File: src/rtl/cmseq_pkg.sv
package cmseq_pkg;

    typedef enum logic [1:0] {
        OP_INV      = 2'b00,
        OP_CLEAN    = 2'b01,
        OP_FLUSH    = 2'b10,
        OP_FLUSH_B  = 2'b11
    } op_e;

    typedef enum logic [2:0] {
        ST_IDLE,
        ST_DECIDE,
        ST_CLEAN,
        ST_INVAL,
        ST_WALK,
        ST_BAR,
        ST_DONE
    } state_e;

    typedef enum logic [1:0] {
        ACT_NONE,
        ACT_INV_ONLY,
        ACT_CLEAN_ONLY,
        ACT_BOTH
    } act_e;

endpackage

File: src/rtl/cmseq_line_math.sv
module cmseq_line_math #(
    parameter int ADDR_W     = 32,
    parameter int LINE_SHIFT = 5
) (
    input  logic [ADDR_W-1:0] start_i,
    input  logic [ADDR_W-1:0] end_i,
    output logic [ADDR_W-1:0] start_floor_o,
    output logic              misaligned_o,
    output logic              full_span_o,
    output logic              empty_o
);
    localparam logic [ADDR_W-1:0] OFS_MASK = ADDR_W'((1 << LINE_SHIFT) - 1);

    always_comb begin
        start_floor_o = start_i & ~OFS_MASK;
        misaligned_o  = (start_i & OFS_MASK) != '0;
        full_span_o   = (start_i == '0) && (end_i == '1);
        empty_o       = end_i <= start_i;
    end
endmodule

File: src/rtl/cmseq_planner.sv
module cmseq_planner
    import cmseq_pkg::*;
#(
    parameter int ADDR_W     = 32,
    parameter int LINE_SHIFT = 5
) (
    input  op_e               op_i,
    input  logic [ADDR_W:0]   cur_i,
    input  logic [ADDR_W-1:0] end_i,
    input  logic              edge_pending_i,
    output act_e              act_o
);
    localparam int CUR_W = ADDR_W + 1;
    localparam logic [CUR_W-1:0] OFS_MASK = CUR_W'((1 << LINE_SHIFT) - 1);

    logic [CUR_W-1:0] end_ext;
    logic [CUR_W-1:0] end_floor;
    logic             below_end;
    logic             below_floor;

    always_comb begin
        end_ext     = {1'b0, end_i};
        end_floor   = end_ext & ~OFS_MASK;
        below_end   = cur_i < end_ext;
        below_floor = cur_i < end_floor;
        act_o       = ACT_NONE;
        unique case (op_i)
            OP_INV: begin
                if (edge_pending_i)   act_o = ACT_BOTH;
                else if (below_floor) act_o = ACT_INV_ONLY;
                else if (below_end)   act_o = ACT_BOTH;
                else                  act_o = ACT_NONE;
            end
            OP_CLEAN: act_o = below_end ? ACT_CLEAN_ONLY : ACT_NONE;
            default:  act_o = below_end ? ACT_BOTH : ACT_NONE;
        endcase
    end
endmodule

File: src/rtl/cache_range_seq.sv
module cache_range_seq
    import cmseq_pkg::*;
#(
    parameter int ADDR_W     = 32,
    parameter int LINE_BYTES = 32
) (
    input  logic              clk,
    input  logic              rst_n,
    input  logic              req_valid,
    input  logic [ADDR_W-1:0] req_start,
    input  logic [ADDR_W-1:0] req_end,
    input  logic [1:0]        req_op,
    output logic              busy,
    output logic              cmd_valid,
    input  logic              cmd_ready,
    output logic [ADDR_W-1:0] cmd_addr,
    output logic              cmd_clean,
    output logic              cmd_inval,
    output logic              walk_valid,
    input  logic              walk_ready,
    output logic              bar_valid,
    input  logic              bar_ready,
    output logic              done
);
    localparam int LINE_SHIFT = $clog2(LINE_BYTES);
    localparam int CUR_W      = ADDR_W + 1;
    localparam logic [CUR_W-1:0] LINE_STEP = CUR_W'(LINE_BYTES);

    typedef struct packed {
        state_e            st;
        logic [CUR_W-1:0]  cur;
        logic [ADDR_W-1:0] lim;
        op_e               op;
        logic              edge_pending;
        logic              inval_after;
    } seq_regs_t;

    seq_regs_t r_q, r_d;

    logic [ADDR_W-1:0] start_floor;
    logic              start_misaligned;
    logic              full_span;
    logic              empty_range;
    act_e              act;
    op_e               req_op_e;

    assign req_op_e = op_e'(req_op);

    cmseq_line_math #(
        .ADDR_W    (ADDR_W),
        .LINE_SHIFT(LINE_SHIFT)
    ) math_i (
        .start_i      (req_start),
        .end_i        (req_end),
        .start_floor_o(start_floor),
        .misaligned_o (start_misaligned),
        .full_span_o  (full_span),
        .empty_o      (empty_range)
    );

    cmseq_planner #(
        .ADDR_W    (ADDR_W),
        .LINE_SHIFT(LINE_SHIFT)
    ) plan_i (
        .op_i          (r_q.op),
        .cur_i         (r_q.cur),
        .end_i         (r_q.lim),
        .edge_pending_i(r_q.edge_pending),
        .act_o         (act)
    );

    always_comb begin
        r_d = r_q;
        unique case (r_q.st)
            ST_IDLE: begin
                if (req_valid) begin
                    r_d.op           = req_op_e;
                    r_d.lim          = req_end;
                    r_d.cur          = {1'b0, start_floor};
                    r_d.edge_pending = (req_op_e == OP_INV) && start_misaligned;
                    r_d.inval_after  = 1'b0;
                    if (full_span && (req_op_e != OP_CLEAN)) r_d.st = ST_WALK;
                    else if (empty_range)                    r_d.st = ST_BAR;
                    else                                     r_d.st = ST_DECIDE;
                end
            end
            ST_DECIDE: begin
                r_d.edge_pending = 1'b0;
                r_d.inval_after  = (act == ACT_BOTH);
                unique case (act)
                    ACT_NONE:     r_d.st = ST_BAR;
                    ACT_INV_ONLY: r_d.st = ST_INVAL;
                    default:      r_d.st = ST_CLEAN;
                endcase
            end
            ST_CLEAN: begin
                if (cmd_ready) begin
                    if (r_q.inval_after) begin
                        r_d.st = ST_INVAL;
                    end else begin
                        r_d.cur = r_q.cur + LINE_STEP;
                        r_d.st  = ST_DECIDE;
                    end
                end
            end
            ST_INVAL: begin
                if (cmd_ready) begin
                    r_d.cur = r_q.cur + LINE_STEP;
                    r_d.st  = ST_DECIDE;
                end
            end
            ST_WALK: if (walk_ready) r_d.st = ST_BAR;
            ST_BAR:  if (bar_ready)  r_d.st = ST_DONE;
            ST_DONE: r_d.st = ST_IDLE;
            default: r_d.st = ST_IDLE;
        endcase
    end

    always_ff @(posedge clk) begin
        if (!rst_n) begin
            r_q.st           <= ST_IDLE;
            r_q.cur          <= '0;
            r_q.lim          <= '0;
            r_q.op           <= OP_INV;
            r_q.edge_pending <= 1'b0;
            r_q.inval_after  <= 1'b0;
        end else begin
            r_q <= r_d;
        end
    end

    assign busy       = (r_q.st != ST_IDLE);
    assign cmd_valid  = (r_q.st == ST_CLEAN) || (r_q.st == ST_INVAL);
    assign cmd_clean  = (r_q.st == ST_CLEAN);
    assign cmd_inval  = (r_q.st == ST_INVAL);
    assign cmd_addr   = r_q.cur[ADDR_W-1:0];
    assign walk_valid = (r_q.st == ST_WALK);
    assign bar_valid  = (r_q.st == ST_BAR);
    assign done       = (r_q.st == ST_DONE);


    cmd_aligned_chk: assert property (@(posedge clk) disable iff (!rst_n)
        cmd_valid |-> (cmd_addr[LINE_SHIFT-1:0] == '0));


    cmd_kind_onehot_chk: assert property (@(posedge clk) disable iff (!rst_n)
        cmd_valid |-> ($countones({cmd_clean, cmd_inval}) == 1));


    cmd_hold_chk: assert property (@(posedge clk) disable iff (!rst_n)
        (cmd_valid && !cmd_ready) |=> (cmd_valid && $stable(cmd_addr) && $stable(cmd_clean)));


    clean_then_inval_chk: assert property (@(posedge clk) disable iff (!rst_n)
        (cmd_clean && cmd_ready && r_q.inval_after) |=> (cmd_inval && $stable(cmd_addr)));


    bar_hold_chk: assert property (@(posedge clk) disable iff (!rst_n)
        (bar_valid && !bar_ready) |=> bar_valid);


    done_after_bar_chk: assert property (@(posedge clk) disable iff (!rst_n)
        (bar_valid && bar_ready) |=> done);


    done_ends_busy_chk: assert property (@(posedge clk) disable iff (!rst_n)
        done |=> !busy);


    walk_hold_chk: assert property (@(posedge clk) disable iff (!rst_n)
        (walk_valid && !walk_ready) |=> walk_valid);


    bar_excl_chk: assert property (@(posedge clk) disable iff (!rst_n)
        !(bar_valid && (cmd_valid || walk_valid)));
endmodule

File: config.mk
export PLATFORM = sky130hd
export DESIGN_NAME = cache_range_seq
export DESIGN_NICKNAME = d
export VERILOG_FILES = /design/src/rtl/cmseq_pkg.sv /design/src/rtl/cmseq_line_math.sv /design/src/rtl/cmseq_planner.sv /design/src/rtl/cache_range_seq.sv
export SDC_FILE = /design/constraint.sdc
export NUM_CORES = 1
export LEC_CHECK = 0
export CAP_MARGIN = 20
export CORE_MARGIN = 4
export CORE_UTILIZATION = 54
export DETAILED_ROUTE_END_ITERATION = 8
export PLACE_DENSITY = 0.83
export SLEW_MARGIN = 20
export SYNTH_ARGS = -nofsm -noshare
export SYNTH_HDL_FRONTEND = slang
export SYNTH_HIERARCHICAL = 1
export SYNTH_SLANG_ARGS = --single-unit
File: constraint.sdc
create_clock -name clk -period 3.4 [get_ports clk]
set_clock_uncertainty 0.15 [all_clocks]
set_input_delay 0.51 -clock clk [delete_from_list [all_inputs] [get_ports clk]]
set_output_delay 0.51 -clock clk [all_outputs]
set_load 0.005 [all_outputs]
# Word level (Yosys, flattened, before mapping)
# Cells that the tools add are included.
[word_totals] ff_bits=72 output_inout_bits=39
[op_classes] reduce_logical=17 n_lt_le_gt_ge=3 muxes=18 add_sub_neg=1 eq_ne=17
[ops] op="$pmux W33 S3" count=1
[ops] op="$mux W36" count=2
[ops] op="$mux W72" count=1
[ops] op="$lt A33 B32 Y1" count=2
[ops] op="$add A33 B6 Y33 const B" count=1
[ops] op="$mux W33" count=1
[ops] op="$eq A32 B32 Y1 const B" count=1
[ops] op="$le A32 B32 Y1" count=1
[ops] op="$logic_not A32 Y1" count=1
[ops] op="$reduce_bool A32 Y1" count=1
[ops] op="$pmux W3 S6" count=1
[ops] op="$mux W3" count=4
[ops] op="$mux W2" count=5
[ops] op="$reduce_and A5 Y1" count=2
[ops] op="$eq A3 B3 Y1 const B" count=3
[ops] op="$ne A2 B2 Y1 const B" count=4
[ops] op="$pmux W2 S2" count=2
[ops] op="$eq A3 B2 Y1 const B" count=2
[ops] op="$logic_not A2 Y1" count=3
[ops] op="$ne A2 B1 Y1 const B" count=3
[ops] op="$pmux W3 S2" count=1
[ops] op="$reduce_bool A3 Y1" count=2
[ops] op="$eq A2 B1 Y1 const B" count=2
[ops] op="$reduce_and A2 Y1" count=2
[ops] op="6 further kinds" count=8

# Depth between registers and ports, before layout
# Gate-level depths: netlist of the first run.
[depth] depth_word=8 mapped_depth=13

# By module
# The synthesis of the first run kept the hierarchy.
[modules_own_cells] mod="cache_range_seq" area_each_um2=3703.6 n_inst=1 cells_per_inst=490
[modules_own_cells] mod="cmseq_line_math" area_each_um2=1209.9 n_inst=1 cells_per_inst=171
[modules_own_cells] mod="cmseq_planner" area_each_um2=895.9 n_inst=1 cells_per_inst=120

# Worst setup path before layout of the first run
# Ideal clock, no wire load.
[synth_path] path_kind="register to register" startpoint="register r_q[14] (netlist name)" endpoint="register r_q[69] (netlist name)" arrival_time_ps=2351 path_slack_ps=771 stages_incl_launch_ff=13 required_ps=3122 synth_period_minus_slack_ps=2629 path_buffers=0 setup_ps=128 path_cell_list="dfxtp_1 > inv_1 > ha_1 > a21o_1 > a221o_1 > a221oi_2 > o221ai_2 > o31ai_2 > inv_1 > a21oi_1 > o221ai_1 > mux2i_1 > nor2_1"
[synth_via] elab_chain_len=8 word_cells_on_any_way=11
[synth_lines] item="from (decl)" line_no="cache_range_seq.sv:38" source="seq_regs_t r_q, r_d;"
[synth_lines] item="from (signal assigned)" line_no="cache_range_seq.sv:128" source="r_q <= r_d;"
[synth_lines] item="$lt A33 B32 Y1" line_no="cmseq_planner.sv:24" source="below_end = cur_i < end_ext;"
[synth_lines] item="$mux W2" line_no="cmseq_planner.sv:31, cmseq_planner.sv:35"
[synth_lines] item="$mux W2" line_no="cmseq_planner.sv:30" source="else if (below_floor) act_o = ACT_INV_ONLY;"
[synth_lines] item="$mux W2" line_no="cmseq_planner.sv:29" source="if (edge_pending_i) act_o = ACT_BOTH;"
[synth_lines] item="$pmux W2 S2 (*)" line_no="cmseq_planner.sv:27" source="unique case (op_i)"
[synth_lines] item="named net act[1]" line_no="cache_range_seq.sv:44" source="act_e act;"
[synth_lines] item="$eq A2 B1 Y1 / $logic_not A2 Y1 (equally long branches)" line_no="cache_range_seq.sv:90" source="unique case (act)"
[synth_lines] item="$pmux W3 S2 (*)" line_no="cache_range_seq.sv:90"
[synth_lines] item="$pmux W3 S6 (*)" line_no="cache_range_seq.sv:74" source="unique case (r_q.st)"
# The timed path passes the listed nets; every way through them passes the cells marked *.
# A chain may end at the register's enable or synchronous reset.

# Worst setup path in the final report of the first run
[layout_path] startpoint="register r_q, in the netlist cmd_addr[12]" endpoint="register r_q[69] (netlist name)"
# The elaborated chain is that of the path after synthesis.

==> summary.md, run 1 <==
| Metric | Value |
|---|---|
| Status | finished, final reports clean |
| Placer congestion estimate | 0.9290 |
| Crit-path max FO | 10 |
| CORE AREA | 10420 um2 |
| Met3 wire length | 1971 um |
| Kind of critical path | register to register |
| Vias in the first global route | 5706 |
| Maximum clock insertion buffer count | 2 |
| DR WL met2 | 8656 um |
| Min Clock Period, post-route | 3198 ps |
| Synth area leader | dfxtp_1 |
| Main area contributors after synthesis | dfxtp_1 25%, ha_1 14%, buf_4 8.3% |
| Routed len/inst | 19.22 um |
| Syn-to-layout area delta | 16.09% |
| Initial Utilization | 55.77% |
| MaxCap Viol Count | 0 |
| Pwr Total | 3.751 mW |
| Top_reg_cell synth | dfxtp_1 |
| Final period utilization | 94.05% |
| Post-synthesis average cell area | 7.438 um2 |
| Max Fclk | 312.7 MHz |
| CTS Hold Buffers Added | 0 |
| First-pass detailed-route iteration total | 6 |
| ANT cells | 0 |
| Die Y | 111.7 um |
| Crit end category | register |
| DRC violations left | 0 |
| Post-synth EDFFs | 0 |
| Worst VDD drop | 386.0 uV |
| Power Density | 556.2 nW/um2 |
| Slowest stage delay, CP | 540 ps |
| LEAKAGE | 2.749 nW |
| Final hold violations | 0 |
| DR iter-0 viols | 627 |
| Seq/Total Area, Yosys | 24.81% |
| FFs w/ async S/R, synth | 0% |
| Via density | 6.206 |
| Htree depth | 3 |
| Worst endpoint required time | 3470 ps |
| Slew headroom | 51.52% |
| Clk root buf | clkbuf_8 |
| Layout cells sized above 1 | 5.954% |
| DR top layer | met4 |
| Clock-pin slew on the worst setup and hold paths | 80 ps |
| Gate Count Post-Synth | 781 |
| Clock latency on the worst-skew pair | 350 ps |
| Setup TNS Final | 0 ps |
| Largest net degree at the start of global routing | 48 |
| Initial antenna violation count | 0 |
| Netlist cell types | 78 |
| Met1 wire length | 7304 um |
| I/O pin count | 111 |
| CTS buffer count | 9 |
| Fin nets | 957 |
| DIE WIDTH | 111.7 um |
| Fin util | 64.74% |
| Post-DP HPWL | 14180 um |
| Grt ovf | 0 |
| Top-area cell type share of the netlist area | 24.81% |
| Post-Syn Area | 5809 um2 |
| Post-route ant nets | 0 |
| RSZ-0062 raised after global routing | false |
| Post-CTS Setup Bufs | 0 |
| Num rows | 37 |
| Final setup violation count | 0 |
| Final slew viol count | 0 |
| # port buffers | 110 |
| Overall Global Routing Usage | 28.71% |
| Hold crit path type | register to register |
| First-pass GRT wire length | 28960 um |
| Total Wirelength | 18430 um |
| Number of synthesized register bits | 72 |
| Post-CTS resize count | 0 |
| CTS tree | done |
| Clk sinks | 72 |
| Crit path DAT | 3270 ps |
| CP Cell Sequence | ha_1, and2_1, a221o_1, a221oi_2, o221ai_2, o31ai_2, inv_1, a21oi_1, o221ai_1, mux2i_1, nor2_1 |
| Die area | 12480 um2 |
| Worst path slowest cell | dfxtp_1 |
| Yosys Warn Count | 6 |
| Worst-margin pin slew | 724.5 ps |
| Startpoint types | register |
| Vias | 5952 |
[metal layers]
metal / vias up / GRT usage, %
li1: 2774 / -
met1: 2769 / 36.69
met2: 355 / 46.72
met3: 54 / 6.957
met4: 0 / 11.19
met5: - / 0
[metrics by stage]
step / hold slack, ps / area [um2] / setup slack [ps] / instances
2_1_floorplan: 281.8 / 5824 / 771.4 / 785
3_3_place_gp: 292.2 / 6590 / 430.5 / 945
3_5_place_dp: 297.3 / 6590 / 323.1 / 945
4_1_cts: 307.2 / 6744 / 260.3 / 959
5_1_grt: 326.0 / 6744 / 38.49 / 959
6_report: 308.9 / 6744 / 202.2 / 959
[power breakdown]
part | switching, mW | internal (mW) | total [mW]
clock network | 0.317 | 0.277 | 0.594
logic | 1.06 | 0.831 | 1.89
registers | 0.241 | 1.02 | 1.26
[sequential cells by signal, summed over array words and instances (netlist names)]
register and count:
cmd_addr 32, r_q 40
[critical path: cells and delay by family, from the launching register on]
kind | cells | cell delay, ps
AOI/OAI and AO/OA | 6 | 1600
DFF | 1 | 540
adders and majority gates | 1 | 320
and+or+nand+nor | 2 | 220
muxes | 1 | 150
buffers and inverters | 1 | 80
[worst paths after layout]
path	from	endpoint	slack (ps)	cells after the start
max	cmd_addr[12]$_SDFFE_PN0P_	r_q[69]$_SDFFE_PN0P_	200	11
max reg2reg	cmd_addr[12]$_SDFFE_PN0P_	r_q[69]$_SDFFE_PN0P_	200	11
min reg2reg	r_q[12]$_SDFFE_PN0P_	r_q[12]$_SDFFE_PN0P_	310	2
min	r_q[12]$_SDFFE_PN0P_	r_q[12]$_SDFFE_PN0P_	310	2
[Yosys cell counts, types with 2 or more instances]
cell type	n
a211o_1	2
a211oi_1	3
a21boi_0	2
a21o_1	8
a21oi_1	91
a221o_1	2
a221oi_1	6
a311oi_1	3
a31oi_1	4
a32oi_1	4
and2_1	5
and3_1	7
and3b_1	3
and4_1	4
buf_1	2
buf_2	3
buf_4	64
clkbuf_1	31
dfxtp_1	72
ha_1	65
inv_1	74
inv_2	2
mux2i_1	5
nand2_1	115
nand2b_1	2
nand3_1	27
nand3b_1	2
nand4_1	25
nor2_1	35
nor2b_1	4
nor3_1	9
nor3_2	2
nor4_1	13
nor4b_1	2
o211ai_1	4
o21a_1	2
o21ai_0	21
o22a_1	2
o22ai_1	8
o31ai_1	5
or2_2	2
or3_1	3
[layout by cell type (no fill, tap or decap), types with 3 or more instances in the layout]
| cell type | synthesis | layout |
|---|---|---|
| o21ai_0 | 21 | 21 |
| nor4_1 | 13 | 13 |
| o31ai_1 | 5 | 5 |
| dfxtp_1 | 72 | 72 |
| a32oi_1 | 4 | 4 |
| o22ai_1 | 8 | 8 |
| nor2_1 | 35 | 35 |
| clkbuf_8 | 0 | 10 |
| and3b_1 | 3 | 3 |
| nor3_1 | 9 | 9 |
| a21oi_1 | 91 | 91 |
| or3_1 | 3 | 3 |
| clkdlybuf4s50_1 | 0 | 110 |
| a211oi_1 | 3 | 3 |
| mux2i_1 | 5 | 5 |
| nand3_1 | 27 | 27 |
| a21o_1 | 8 | 8 |
| o211ai_1 | 4 | 4 |
| and4_1 | 4 | 4 |
| inv_1 | 74 | 73 |
| nand4_1 | 25 | 25 |
| conb_1 | 1 | 5 |
| and3_1 | 7 | 7 |
| a31oi_1 | 4 | 4 |
| and2_1 | 5 | 5 |
| buf_4 | 64 | 14 |
| nand2_1 | 115 | 115 |
| a311oi_1 | 3 | 3 |
| ha_1 | 65 | 65 |
| clkbuf_1 | 31 | 3 |
| a221oi_1 | 6 | 6 |
| nor2b_1 | 4 | 4 |
[area by class of cell]
cell class | instances | area, um2
Tap cell | 136 | 170.2
Inverter | 76 | 285.3
Fill cell | 922 | 3672
Multi-Input combinational cell | 537 | 3487
Sequential cell | 72 | 1441
Clock buffer | 13 | 148.9
Clock inverter | 1 | 5.005
Timing Repair Buffer | 124 | 1206
[logic make-up after synthesis]
logic type / after synthesis / synth area share (%)
and+or+nand+nor: 275 / 24.34
AOI/OAI and AO/OA: 186 / 20.16
buffers and inverters: 176 / 15.57
DFF: 72 / 24.81
adders and majority gates: 65 / 14.00
muxes: 6 / 1.055
other: 1 / 0.06455
(Power assumes the default switching activity.)
==> run 2, diff against run 1 <==
--- a/config.mk
+++ b/config.mk
@@ -6,6 +6,7 @@
 export NUM_CORES = 1
 export LEC_CHECK = 0
 export CAP_MARGIN = 20
+export CORE_ASPECT_RATIO = 0.75
 export CORE_MARGIN = 4
 export CORE_UTILIZATION = 54
 export DETAILED_ROUTE_END_ITERATION = 8
==> run 2 against run 1 <==
  * Setup slack better by 240 ps
  * Sequential share of layout area is 0.35 points lower
  * Cell count unchanged
  * Routed wire length is 2.2% higher
  * Power grew 7.6%
  * Sequential power about the same
  * Combinational power is 2% higher
  * Via count grew 0.37%
  * Critical path depth stayed put
  * Worst hold slack got worse by 8.4 ps
  * Die area grew 0.14%
  * Count of clock-buffer cells in the layout unchanged
  * Critical endpoint is now r_q[70]$_SDFFE_PN0P_
  * Largest power group unchanged
==> summary.md, run 2 (synthesized netlist as in run 1, its figures left out) <==
| Metric | Value |
|---|---|
| R2r setup slk | 440 ps (+240 ps) |
| Crit path DAT | 3020 ps (-250 ps) |
| Sw frac | 41.05% (-2.2 points) |
| Hold WS | 300.5 ps (-8.412 ps) |
| Post-CTS resize count | 0 (unchanged) |
| P_int | 2.379 mW (+12%) |
| Clk pwr share | 21.3% (+5.5 points) |
| LEAKAGE | 2.803 nW (+2.0%) |
| Vias in the first global route | 5593 (-2.0%) |
| Final slew viol count | 0 (unchanged) |
| Pwr Total | 4.035 mW (+7.6%) |
| DRC violations left | 0 (unchanged) |
| Comb power frac | 47.8% (-2.7 points) |
| Hold crit path type | register to register |
| Die Y | 97.83 um (-12%) |
| Worst-margin pin slew | 701.1 ps (-23.37 ps) |
| Maximum clock insertion buffer count | 2 (unchanged) |
| Setup TNS Final | 0 ps (unchanged) |
| Reg power frac | 31.0% (-2.7 points) |
| Kind of critical path | register to register |
| Htree depth | 3 (unchanged) |
| Clk sinks | 72 (unchanged) |
| Max Fclk | 337.7 MHz (+8.0%) |
| Worst r2r path cells | 11 (unchanged) |
| CTS Hold Buffers Added | 0 (unchanged) |
| Power Density | 588.3 nW/um2 (+5.8%) |
| Num rows | 32 (-14%) |
| Crit path capture | r_q[70]$_SDFFE_PN0P_ |
| CTS buffer count | 9 (unchanged) |
| CORE AREA | 10410 um2 (about the same) |
| Largest register FFs | 40 (unchanged) |
| Fin nets | 957 (unchanged) |
| Min Clock Period, post-route | 2961 ps (-236.8 ps) |
| Most common cell after layout, fill and taps aside | nand2_1 |
| Final setup violation count | 0 (unchanged) |
| Syn-to-layout area delta | 18.05% |
| First-pass detailed-route iteration total | 6 (unchanged) |
| Post-CTS Setup Bufs | 0 (unchanged) |
| Most frequent cells in the layout | 115 x nand2_1, 110 x clkdlybuf4s50_1, 91 x a21oi_1 |
| Sw Pwr | 1.656 mW (+2.1%) |
| Overall Global Routing Usage | 29.31% (+0.59 points) |
| Initial antenna violation count | 0 (unchanged) |
| MaxCap Viol Count | 0 (unchanged) |
| # port buffers | 110 (unchanged) |
| Placer congestion estimate | 0.9239 (-0.55%) |
| Clock latency on the worst-skew pair | 330 ps (-20 ps) |
| Biggest register | r_q |
| Worst Setup SP | cmd_addr[5]$_SDFFE_PN0P_ |
| CTS tree | done |
| Die area | 12500 um2 (+0.14%) |
| # placed instances | 945 (unchanged) |
| Reg2reg end | r_q[70]$_SDFFE_PN0P_ |
| Worst VDD drop | 309.2 uV (-20%) |
| First-pass GRT wire length | 29080 um (+0.43%) |
| Vias | 5974 (+0.37%) |
| RSZ-0062 raised after global routing | false |
| Worst endpoint required time | 3460 ps (about the same) |
| ANT cells | 0 (unchanged) |
| Crit-path max FO | 8 (-2) |
| Final hold violations | 0 (unchanged) |
| Status | finished, final reports clean |
| Initial Utilization | 55.81% (about the same) |
| Worst r2r src | cmd_addr[5]$_SDFFE_PN0P_ |
| Clk root buf | clkbuf_16 |
| Grt ovf | 0 (unchanged) |
| Largest net degree at the start of global routing | 43 (-10%) |
| Via density | 6.229 (+0.37%) |
| Total Wirelength | 18840 um (+2.2%) |
| Routed len/inst | 19.65 um (+2.2%) |
| I/O pin count | 111 (unchanged) |
| Layout cells sized above 1 | 5.954% (unchanged) |
| Clock-pin slew on the worst setup and hold paths | 50 ps (-30 ps) |
| Final period utilization | 87.09% (-7.0 points) |
| DIE WIDTH | 127.8 um (+14%) |
| Startpoint types | register |
| Post-Layout Cell Count | 959 (unchanged) |
| DR iter-0 viols | 751 (+20%) |
| Slew headroom | 52.83% (+1.3 points) |
| Post-route ant nets | 0 (unchanged) |
| Post-DP HPWL | 14370 um (+1.3%) |
| Crit end category | register |
==> run 2: cell count changes in the layout (fill, tap and decap cells not counted) <==
cell / delta
buf_12: +1
clkbuf_16: +9
clkbuf_8: -9
buf_4: -1
==> run 2: worst min path at each step <==
stage / end / slack, ps / startpoint / depth (start not counted)
3_3_place_gp: r_q[5]$_SDFFE_PN0P_ / 290 / r_q[5]$_SDFFE_PN0P_ / 2
5_1_grt: r_q[31]$_SDFFE_PN0P_ / 320 / r_q[31]$_SDFFE_PN0P_ / 2
2_1_floorplan: r_q[4]$_SDFFE_PN0P_ / 280 / r_q[4]$_SDFFE_PN0P_ / 2
6_report: r_q[4]$_SDFFE_PN0P_ / 300 / r_q[4]$_SDFFE_PN0P_ / 2
3_5_place_dp: r_q[4]$_SDFFE_PN0P_ / 290 / r_q[4]$_SDFFE_PN0P_ / 2
4_1_cts: r_q[4]$_SDFFE_PN0P_ / 300 / r_q[4]$_SDFFE_PN0P_ / 2
==> run 2: final cells by class <==
| type | count | area, um2 |
|---|---|---|
| clock buffer | 13 | 250.2 |
| clock inverter | 1 | 5.005 |
| fill | 905 | 3552 |
| inverter | 76 | 285.3 |
| multi-input combinational | 537 | 3487 |
| sequential | 72 | 1441 |
| tap | 136 | 170.2 |
| timing repair buffer | 124 | 1219 |
==> run 2: power by group through the flow <==
stage | clock, mW | combinational [mW] | sequential (mW)
3_5_place_dp | 0 | 1.88 | 1.26
4_1_cts | 0.862 | 1.89 | 1.24
2_1_floorplan | 0 | 1.32 | 1.17
5_1_grt | 0.901 | 2.11 | 1.28
6_report | 0.858 | 1.93 | 1.25
3_3_place_gp | 0 | 1.83 | 1.25
==> run 2: critical path, stage by stage (launching register included) <==
cell,delay (ps)
dfxtp_1,400
ha_1,340
nand3_1,100
o32ai_1,330
o2111ai_1,240
a211oi_1,380
o21ai_0,130
a21boi_0,180
o31ai_1,280
nor2_1,100
o22ai_1,160
nor2_1,50
==> run 2: stage by stage <==
step	util (%)	worst slack, ps	cell area (um2)
after global routing	65.88	252.6	6858
after detailed placement	63.43	249.4	6603
final	65.88	439.0	6858
after CTS	65.88	488.8	6858
after global placement	63.43	281.9	6603
after floorplan	-	771.4	5824
==> run 2: routing by layer <==
layer	up-vias	wire, um	track usage, %
met1	2779	7701	38.17
met4	0	551	10.93
met3	50	2314	10.83
met5	-	0	0
li1	2766	-	-
met2	379	8276	44.33
==> run 3, diff against run 2 <==
--- a/config.mk
+++ b/config.mk
@@ -5,12 +5,13 @@
 export SDC_FILE = /design/constraint.sdc
 export NUM_CORES = 1
 export LEC_CHECK = 0
+export ABC_AREA = 1
 export CAP_MARGIN = 20
 export CORE_ASPECT_RATIO = 0.75
 export CORE_MARGIN = 4
 export CORE_UTILIZATION = 54
 export DETAILED_ROUTE_END_ITERATION = 8
-export PLACE_DENSITY = 0.83
+export PLACE_DENSITY = 0.82
 export SLEW_MARGIN = 20
 export SYNTH_ARGS = -nofsm -noshare
 export SYNTH_HDL_FRONTEND = slang
==> run 3 against run 2 <==
  * Cell count up 20%
  * Die area up 6.4%
  * Sequential power up 15%
  * Critical path depth up 4
  * Worst hold slack better by 19 ps
  * Register-to-register slack better by 320 ps
  * First-iteration DRC count down 26%
  * Non-clock buffer count down 7
  * Clock power up 5.7%
  * Critical path type unchanged
  * Largest cell class unchanged
==> summary.md, run 3 <==
| Metric | Value |
|---|---|
| Overall Global Routing Usage | 26.51% (-2.8 points) |
| Post-synthesis average cell area | 6.434 um2 (-14%) |
| I/O pin count | 111 (unchanged) |
| Cell mode on critical path | nand2_1 |
| Post-Syn Area | 6208 um2 (+6.9%) |
| Hold WS | 319.6 ps (+19.12 ps) |
| Filler cells | 1004 (+11%) |
| Top-area cell type share of the netlist area | 23.22% (-1.6 points) |
| Post-route ant nets | 0 (unchanged) |
| Delay-heaviest family, CP | simple AND/OR/NAND/NOR gates |
| Crit path DAT | 2700 ps (-320 ps) |
| Htree depth | 3 (unchanged) |
| Final setup violation count | 0 (unchanged) |
| Biggest register | r_q |
| Worst-margin pin slew | 743.7 ps (+42.55 ps) |
| Clock-pin slew on the worst setup and hold paths | 60 ps (about the same) |
| DRC violations left | 0 (unchanged) |
| Vias in the first global route | 5702 (+1.9%) |
| DIE WIDTH | 131.8 um (+3.2%) |
| ANT cells | 0 (unchanged) |
| Top cells by count, synth | 195 x nand2_1, 137 x nor2_1, 124 x inv_1 |
| Sequential cell area | 1441 um2 (unchanged) |
| Worst r2r path cells | 15 (+4) |
| Initial antenna violation count | 0 (unchanged) |
| CORE AREA | 11070 um2 (+6.3%) |
| Most frequent cells in the layout | 195 x nand2_1, 137 x nor2_1, 124 x inv_1 |
| Worst setup margin | 757.1 ps (+318.1 ps) |
| Number of synthesized register bits | 72 (unchanged) |
| Synth Area in Simple Gates | 30.45% (+6.1 points) |
| Final slew viol count | 0 (unchanged) |
| Placer congestion estimate | 0.8826 (-4.5%) |
| Most common cell after layout, fill and taps aside | nand2_1 |
| Worst VDD drop | 527.2 uV (+71%) |
| Hold crit path type | register to register |
| Post-CTS Setup Bufs | 0 (unchanged) |
| Count leader, synth | nand2_1 |
| Post-synthesis mux area share | 0% (-1.1 points) |
| First-pass detailed-route iteration total | 5 (-1) |
| Post-synth EDFFs | 0 (unchanged) |
| Dpl ws | 682.7 ps (+433.3 ps) |
| Largest register FFs | 40 (unchanged) |
| Grt ovf | 0 (unchanged) |
| Routed len/inst | 15.17 um (-23%) |
| XOR/XNOR share of the synthesized area | 1.129% (+1.1 points) |
| Dominant combinational cell family by area after synthesis | simple AND/OR/NAND/NOR gates |
| Kind of critical path | register to register |
| Setup TNS Final | 0 ps (unchanged) |
| CTS tree | done |
| Post-DP HPWL | 13400 um (-6.8%) |
| Design area | 7238 um2 (+5.5%) |
| Gate Count Post-Synth | 965 (+24%) |
| Via density | 5.486 (-12%) |
| # port buffers | 110 (unchanged) |
| MaxCap Viol Count | 0 (unchanged) |
| CP Cell Sequence | ha_1, nand2_1, inv_1, nand2_1, nand2_1, a21oi_1, and2_1, nand3_1, nand2_1, nand2_1, or2_2, o21ai_0, nand2_1, nand2_1, a21oi_1 |
| Crit-path max FO | 7 (-1) |
| R2r setup slk | 760 ps (+320 ps) |
| Netlist cell types | 45 (-42%) |
| Worst path slowest cell | dfxtp_1 |
| Maximum clock insertion buffer count | 2 (unchanged) |
| Largest net degree at the start of global routing | 43 (unchanged) |
| FFs w/ async S/R, synth | 0% (unchanged) |
| Fin nets | 1147 (+20%) |
| LEAKAGE | 3.378 nW (+21%) |
| Worst endpoint required time | 3460 ps (about the same) |
| Top_reg_cell synth | dfxtp_1 |
| Layout cells sized above 1 | 6.318% (+0.36 points) |
| Initial Utilization | 56.11% (+0.30 points) |
| Post-synthesis compound-gate area fraction | 14.05% (-6.1 points) |
| Syn-to-layout area delta | 16.59% |
| Die Y | 100.9 um (+3.1%) |
| Buf+Inv Stages, Crit Path | 1 (+1) |
| Clock latency on the worst-skew pair | 340 ps (about the same) |
| Max Fclk | 378.4 MHz (+12%) |
| Synth Area in Adders | 13.10% (-0.90 points) |
| Final hold violations | 0 (unchanged) |
| Main area contributors after synthesis | dfxtp_1 23%, ha_1 13%, nand2_1 12% |
| Seq/Total Area, Yosys | 23.22% (-1.6 points) |
| First-pass GRT wire length | 28410 um (-2.3%) |
| CTS buffer count | 9 (unchanged) |
| Multi-input gate area | 3665 um2 (+5.1%) |
| Hold Crit Depth | 2 (unchanged) |
| DP Area | 6964 um2 (+5.5%) |
| Fin util | 65.41% (-0.47 points) |
| Yosys Warn Count | 6 (unchanged) |
| DR iter-0 viols | 556 (-26%) |
| Slew headroom | 50.35% (-2.5 points) |
| Post-CTS resize count | 0 (unchanged) |
| Min Clock Period, post-route | 2643 ps (-318.1 ps) |
| Total Wirelength | 17490 um (-7.2%) |
| Synth area leader | dfxtp_1 |
| Die area | 13290 um2 (+6.4%) |
| Final period utilization | 77.73% (-9.4 points) |
| Clk root buf | clkbuf_16 |
| WP depth | 15 (+4) |
| Vias | 6325 (+5.9%) |
| Power Density | 678.3 nW/um2 (+15%) |
| Num rows | 33 (+3.1%) |
| Status | finished, final reports clean |
| Clk sinks | 72 (unchanged) |
| CTS Hold Buffers Added | 0 (unchanged) |
| RSZ-0062 raised after global routing | false |
| Slowest stage delay, CP | 530 ps (+130 ps) |
| Crit end category | register |
| Startpoint types | register |
[run 3: changes by cell type after synthesis, sizes merged, moves of 15 or more]
cell	previous run	this run
nor2	35	148
nand2	115	204
inv	76	136
o21ai	22	73
clkbuf	31	11
a21oi	91	76
[run 3: area by class of cell]
| type | instances | area share [%] |
|---|---|---|
| multi-input cells | 673 | 50.63 |
| flip-flops and latches | 72 | 19.91 |
| repair buffers | 117 | 16.11 |
| inverters | 137 | 7.139 |
| clock buffers | 14 | 3.786 |
| well taps | 140 | 2.420 |
[run 3: cell families after synthesis]
family	count (synthesis)
compound gates	163
xor+xnor	8
fa+ha+maj	65
buf+inv	224
flops	72
other cells	1
simple gates	432
[run 3: worst reg2reg max path: cells and delay by family (launching register included)]
| kind | cells | cell delay, ps |
|---|---|---|
| AO/OA/AOI/OAI | 3 | 450 |
| adder cells (fa/ha/maj) | 1 | 320 |
| buffers and inverters | 1 | 40 |
| flip-flops | 1 | 530 |
| AND/OR/NAND/NOR | 10 | 1030 |
[run 3: worst paths after layout]
kind                                  start                       end
setup / recovery  cmd_addr[28]$_SDFFE_PN0P_      r_q[70]$_SDFFE_PN0P_
hold / removal     cmd_addr[2]$_SDFFE_PN0P_  cmd_addr[2]$_SDFFE_PN0P_
setup reg to reg  cmd_addr[28]$_SDFFE_PN0P_      r_q[70]$_SDFFE_PN0P_
hold reg to reg    cmd_addr[2]$_SDFFE_PN0P_  cmd_addr[2]$_SDFFE_PN0P_
[run 3: per-stage QoR]
stage,power (mW),std cells
after global placement,3.895,1139
final,4.910,1153
after detailed placement,3.944,1139
after floorplan,3.240,969
after CTS,4.868,1153
after global routing,5.295,1153
[run 3: where the power goes]
group | leakage, nW | internal [mW] | switching [mW]
logic | 2.65 | 1.02 | 1.54
registers | 0.595 | 1.12 | 0.318
clock network | 0.135 | 0.547 | 0.361
[run 3: layer usage]
layer	up-vias	GRT usage [%]	wire length [um]
met5	-	0	0
met4	0	6.860	227
met3	23	5.389	1904
met2	318	41.19	7500
met1	2864	37.77	7862
li1	3120	-	-
